===== src/rtl/serdes_pkg.sv =====
package serdes_pkg;
   // receive status pair carried from the deserializer to the top
   typedef struct packed {
      logic ready;
      logic overrun;
   } rx_flags_t;
endpackage


===== src/rtl/serdes_tx.sv =====
module serdes_tx #(
   parameter int DATA_W = 8
) (
   input  logic              clk,
   input  logic              rst_n,
   input  logic              adv,
   input  logic              wr_en,
   input  logic [DATA_W-1:0] wr_data,
   output logic              ser_bit,
   output logic              tx_empty,
   output logic              tx_done
);
   localparam int CNT_W = (DATA_W > 1) ? $clog2(DATA_W) : 1;
   localparam logic [CNT_W-1:0] LAST = CNT_W'(DATA_W - 1);

   logic [DATA_W-1:0] hold_q, sh_q;
   logic              hold_full_q, busy_q, done_q;
   logic [CNT_W-1:0]  cnt_q;
   logic              last_bit, take;

   assign last_bit = busy_q && adv && (cnt_q == LAST);
   assign take     = hold_full_q && (!busy_q || last_bit);

   always_ff @(posedge clk) begin
      if (!rst_n) begin
         hold_q      <= '0;
         sh_q        <= '0;
         hold_full_q <= 1'b0;
         busy_q      <= 1'b0;
         done_q      <= 1'b0;
         cnt_q       <= '0;
      end else begin
         if (take) begin
            sh_q   <= hold_q;
            busy_q <= 1'b1;
            cnt_q  <= '0;
         end else if (busy_q && adv) begin
            if (last_bit) begin
               busy_q <= 1'b0;
               cnt_q  <= '0;
            end else begin
               sh_q  <= {sh_q[DATA_W-2:0], 1'b0};
               cnt_q <= cnt_q + 1'b1;
            end
         end
         hold_full_q <= wr_en | (hold_full_q & ~take);
         if (wr_en) hold_q <= wr_data;
         if (wr_en)                          done_q <= 1'b0;
         else if (last_bit && !hold_full_q)  done_q <= 1'b1;
      end
   end

   assign ser_bit  = busy_q & sh_q[DATA_W-1];
   assign tx_empty = ~hold_full_q;
   assign tx_done  = done_q;

   // a write always leaves the holding register occupied next cycle
   a_r4_full_after_write: assert property (@(posedge clk) disable iff (!rst_n)
      wr_en |=> !tx_empty);
   // queued byte keeps the shifter running across the byte boundary
   a_r3_no_gap: assert property (@(posedge clk) disable iff (!rst_n)
      (last_bit && hold_full_q) |=> busy_q);
   // the done flag is never up while a byte is shifting
   a_r5_done_means_idle: assert property (@(posedge clk) disable iff (!rst_n)
      done_q |-> !busy_q);
endmodule


===== src/rtl/serdes_rx.sv =====
module serdes_rx
   import serdes_pkg::*;
#(
   parameter int DATA_W = 8
) (
   input  logic              clk,
   input  logic              rst_n,
   input  logic              adv,
   input  logic              ser_in,
   input  logic              rd_en,
   output logic [DATA_W-1:0] rd_data,
   output rx_flags_t         flags
);
   localparam int CNT_W = (DATA_W > 1) ? $clog2(DATA_W) : 1;
   localparam logic [CNT_W-1:0] LAST = CNT_W'(DATA_W - 1);

   logic [DATA_W-1:0] sh_q, data_q;
   logic [CNT_W-1:0]  cnt_q;
   logic              ready_q, ovr_q, complete;
   logic [DATA_W-1:0] next_sh;

   assign next_sh  = {sh_q[DATA_W-2:0], ser_in};
   assign complete = adv && (cnt_q == LAST);

   always_ff @(posedge clk) begin
      if (!rst_n) begin
         sh_q    <= '0;
         data_q  <= '0;
         cnt_q   <= '0;
         ready_q <= 1'b0;
         ovr_q   <= 1'b0;
      end else begin
         if (adv) begin
            sh_q  <= next_sh;
            cnt_q <= complete ? '0 : cnt_q + 1'b1;
         end
         if (complete) data_q <= next_sh;
         if (complete)   ready_q <= 1'b1;
         else if (rd_en) ready_q <= 1'b0;
         if (complete && ready_q && !rd_en) ovr_q <= 1'b1;
         else if (rd_en)                    ovr_q <= 1'b0;
      end
   end

   assign rd_data       = data_q;
   assign flags.ready   = ready_q;
   assign flags.overrun = ovr_q;

   // a finished byte always announces itself
   a_r7_ready_on_byte: assert property (@(posedge clk) disable iff (!rst_n)
      complete |=> flags.ready);
   // an unread byte overwritten raises overrun
   a_r8_overrun_set: assert property (@(posedge clk) disable iff (!rst_n)
      (complete && ready_q && !rd_en) |=> flags.overrun);
   // framing position frozen while not advancing (bypass or no bit)
   a_r9_hold_when_stalled: assert property (@(posedge clk) disable iff (!rst_n)
      !adv |=> $stable(cnt_q));
endmodule


===== src/rtl/byte_serdes.sv =====
module byte_serdes
   import serdes_pkg::*;
#(
   parameter int DATA_W    = 8,
   parameter bit BYPASS_EN = 1'b1
) (
   input  logic              clk,
   input  logic              rst_n,
   input  logic              bypass,
   input  logic              bit_en,
   input  logic              wr_en,
   input  logic [DATA_W-1:0] wr_data,
   input  logic              rd_en,
   output logic [DATA_W-1:0] rd_data,
   input  logic              ser_in,
   output logic              ser_out,
   input  logic              byp_tx_in,
   output logic              byp_rx_out,
   output logic              tx_empty,
   output logic              tx_done,
   output logic              rx_ready,
   output logic              rx_overrun
);
   if (DATA_W < 2) begin : g_bad_width
      $error("byte_serdes: DATA_W must be at least 2");
   end

   logic      byp_on, adv, tx_bit;
   rx_flags_t rx_flags;

   if (BYPASS_EN) begin : g_byp
      assign byp_on     = bypass;
      assign ser_out    = bypass ? byp_tx_in : tx_bit;
      assign byp_rx_out = bypass & ser_in;
   end else begin : g_no_byp
      logic unused_byp;
      assign unused_byp = bypass ^ byp_tx_in;
      assign byp_on     = 1'b0;
      assign ser_out    = tx_bit;
      assign byp_rx_out = 1'b0;
   end

   assign adv = bit_en & ~byp_on;

   serdes_tx #(.DATA_W(DATA_W)) u_tx (
      .clk      (clk),
      .rst_n    (rst_n),
      .adv      (adv),
      .wr_en    (wr_en),
      .wr_data  (wr_data),
      .ser_bit  (tx_bit),
      .tx_empty (tx_empty),
      .tx_done  (tx_done)
   );

   serdes_rx #(.DATA_W(DATA_W)) u_rx (
      .clk     (clk),
      .rst_n   (rst_n),
      .adv     (adv),
      .ser_in  (ser_in),
      .rd_en   (rd_en),
      .rd_data (rd_data),
      .flags   (rx_flags)
   );

   assign rx_ready   = rx_flags.ready;
   assign rx_overrun = rx_flags.overrun;

   // outputs quiet while reset is held
   a_r1_reset_quiet: assert property (@(posedge clk)
      !rst_n |=> (!rx_ready && !rx_overrun && !tx_done && tx_empty));
   // bypass routes the raw bit to the serial pin
   a_r9_bypass_route: assert property (@(posedge clk) disable iff (!rst_n)
      (BYPASS_EN && bypass) |-> (ser_out == byp_tx_in));
endmodule


===== config.mk =====
export PLATFORM = sky130hd
export DESIGN_NAME = byte_serdes
export DESIGN_NICKNAME = d
export VERILOG_FILES = /design/src/rtl/serdes_pkg.sv /design/src/rtl/serdes_tx.sv /design/src/rtl/serdes_rx.sv /design/src/rtl/byte_serdes.sv
export SDC_FILE = /design/constraint.sdc
export NUM_CORES = 1
export LEC_CHECK = 0
export CORE_MARGIN = 2
export CORE_UTILIZATION = 52
export DETAILED_ROUTE_END_ITERATION = 16
export GPL_ROUTABILITY_DRIVEN = 0
export HOLD_SLACK_MARGIN = 0.06
export PLACE_DENSITY = 0.83
export SLEW_MARGIN = 20
export SYNTH_ARGS = -nofsm -noshare
export SYNTH_HDL_FRONTEND = slang
export SYNTH_HIERARCHICAL = 1
export SYNTH_SLANG_ARGS = --single-unit
export TNS_END_PERCENT = 50

===== constraint.sdc =====
create_clock -name clk -period 1.8 [get_ports clk]
set_input_delay 0.36 -clock clk [delete_from_list [all_inputs] [get_ports clk]]
set_output_delay 0.36 -clock clk [all_outputs]
set_load 0.1 [all_outputs]

==> run summary, run 1 <==
DR vias/cell - 5.41
Root Driver - clkbuf_4
Status - complete, no violations
Drt pass-1 iters - 4
RSZ-0062 raised after global routing - no
Total grt overflow - 0
Fin cells - 276
Initial Util - 55.5%
Main synth FF type - dfxtp_1
Hold Path Class - reg2reg
Met3 WL - 207 um
Routed wl met2 - 1690 um
Setup bufs post-CTS - 0
Remaining DRCs - 0
H-tree depth - 2
Sinks on Clock Net - 42
Most frequent cell after synthesis - dfxtp_1
Crit path max fanout - 3
Post-Syn Nets - 216
CP startpoint kind - flop
Min cycle time layout - 1.67 ns
TritonCTS clock tree - done
Avg Cell Area, Syn - 9.68 um2
Synth-to-Final Area Change - 30.6%
Area of the core - 0.00342 mm2
DPL Wire Length - 2510 um
Max frequency - 600 MHz
All-Layer GR Usage - 20.0%
Fin nets - 249
Async SR Flop Fraction - 0%
Post-synth EDFFs - 0
Diode count - 0
Largest net degree at the start of global routing - 26
Share of cells above drive strength 1 - 21.7%
Arrival @ worst endpoint - 1.31 ns
WL final - 3700 um
Vias in the first global route - 1424
Top cells by area, synth - dfxtp_1 (44%), mux2i_1 (8.4%), a21bo_2 (4.2%), a21oi_1 (4.2%), nor2b_1 (3.3%)
Io pins - 30
Library cells used by synthesis - 36
Post-Place Cells - 268
Syn Inst Count - 196
Clock transition at the registers of the reported paths - 0.12 ns
Final setup violation count - 0
Via count - 1492
TritonCTS Buffers - 5
WL/cell - 13.4 um
Rel. slew slack - 75.6%
WL met1 - 1730 um
Final Skew - 0.00634 ns
Cell taking the most area after synthesis - dfxtp_1
Chip width - 64.4 um
Mapped Area - 0.00190 mm2
Worst skew pair latency - 0.36 ns
Period utilization - 92.6%
Uppermost layer routed - met4
Detail Route Antenna Nets - 0
Leakage - 0.000982 uW
Antenna violations before repair - 0
Clock Path Buffers - 2
Height of the die - 64.4 um
WS Path Type - reg2out
Fin. max-slew vios - 0
Hold WS - 0.473 ns
Full die area - 0.00415 mm2
Global-route wire length before repair - 6420 um
TNS Setup - 0 ns
Req. time, crit path - 1.44 ns
Ys Warns - 6
Starting DRT DRC Count - 129
Worst vdd ir - 0.862 mV
Buffers on Ports - 29
Post-synth top cells - dfxtp_1 (42), a21oi_1 (16), mux2i_1 (16)
Pwr per Cell Area - 748 mW/mm2
Share of the synthesized area in the top cell type - 44.3%
Seq/Total Area, Yosys - 44.3%
MaxCap Viol Count - 0
Yosys reg bits - 42
Worst Max-Slew Pin Slew - 0.361 ns
FP Rows - 21
Fin. Hold Viols - 0
CP endpoint kind - output port
-- cell families (layout without fill, tap and decap cells) --
kind of cell,after synthesis,count (layout),synth area share (%)
AO/OA/AOI/OAI,52,52,19.3
adder cells (fa/ha/maj),4,4,2.64
buffers and inverters,27,61,7.78
flip-flops,42,42,44.3
multiplexers,17,17,9.23
AND/OR/NAND/NOR,54,54,16.7
-- timing repair --
action / in CTS / in global routing
gates resized for setup: 0 / 1
hold buffers: 0 / 0
endpoints found under the setup margin: 0 / 1
-- critical path: stages, from the launching register on --
cell and delay [ns]:
dfxtp_1 0.35, and2_1 0.16, mux2_4 0.28, buf_12 0.17
-- power by group --
part | switching [uW] | leakage, uW | internal (uW) | total [uW]
clock network | 310 | 0.0000385 | 293 | 603
registers | 22.5 | 0.000342 | 964 | 987
logic | 133 | 0.000601 | 130 | 263
-- stage by stage --
step / setup WS (ns) / power [uW] / util [%] / area, um2
2_1_floorplan: 0.313 / 1170 / - / 1900
3_3_place_gp: 0.0271 / 1260 / 70.1 / 2400
3_5_place_dp: -0.0933 / 1270 / 70.1 / 2400
4_1_cts: 0.0120 / 1870 / 72.5 / 2470
5_1_grt: 0.0695 / 1940 / 72.5 / 2480
6_report: 0.132 / 1850 / 72.5 / 2480
-- routing by layer --
metal | track usage (%) | up-vias
li1 | - | 755
met1 | 26.4 | 688
met2 | 30.1 | 40
met3 | 5.46 | 9
met4 | 9.57 | 0
met5 | 0 | -
-- registers in the layout (all words and copies together), names as in the netlist --
| name | count |
|---|---|
| u_rx/sh_q | 7 |
| u_tx/hold_full_q | 1 |
| u_tx/busy_q | 1 |
| u_rx/ovr_q | 1 |
| u_tx/hold_q | 8 |
| u_rx/ready_q | 1 |
| u_tx/cnt_q | 3 |
| u_rx/rd_data | 8 |
| u_tx/sh_q | 8 |
| u_rx/cnt_q | 3 |
| u_tx/tx_done | 1 |
-- cells in the final DEF, fill, tap and decap left out, types with 8 or more instances in the layout --
master,n
nand3_1,9
mux2i_1,16
buf_12,15
dfxtp_1,42
nor2b_1,10
nor2_1,8
inv_1,9
a21oi_1,16
buf_4,14
clkdlybuf4s50_1,14
a21bo_2,8
-- path summary, 6_finish.rpt --
path,start,to,slack (ns),cells after the start
worst max-delay path,u_tx/sh_q[7],ser_out,0.13,3
worst max register to register,u_tx/cnt_q[0],u_tx/sh_q[2],0.18,5
worst min register to register,u_tx/cnt_q[2],u_tx/cnt_q[2],0.47,2
worst min-delay path,u_tx/cnt_q[2],u_tx/cnt_q[2],0.47,2
-- final cells by class --
class / count / area (um2)
clock buffers: 6 / 41.3
clock inverters: 2 / 37.5
fillers: 253 / 938
inverters: 9 / 33.8
multi-input cells: 127 / 908
flip-flops and latches: 42 / 841
well taps: 46 / 57.6
repair buffers: 44 / 558
Note: power is estimated with default switching activity, not from simulation.
==> run 2, diff against run 1 <==
--- a/config.mk
+++ b/config.mk
@@ -11,6 +11,7 @@
 export GPL_ROUTABILITY_DRIVEN = 0
 export HOLD_SLACK_MARGIN = 0.06
 export PLACE_DENSITY = 0.83
+export SKIP_CTS_REPAIR_TIMING = 1
 export SLEW_MARGIN = 20
 export SYNTH_ARGS = -nofsm -noshare
 export SYNTH_HDL_FRONTEND = slang
==> results of run 2 <==
The final DEF is identical to that of run 1; final timing and power are the same.
==> run 3, diff against run 2 <==
--- a/config.mk
+++ b/config.mk
@@ -17,4 +17,3 @@
 export SYNTH_HDL_FRONTEND = slang
 export SYNTH_HIERARCHICAL = 1
 export SYNTH_SLANG_ARGS = --single-unit
-export TNS_END_PERCENT = 50
==> results of run 3 <==
The final DEF is identical to that of run 1; final timing and power are the same.
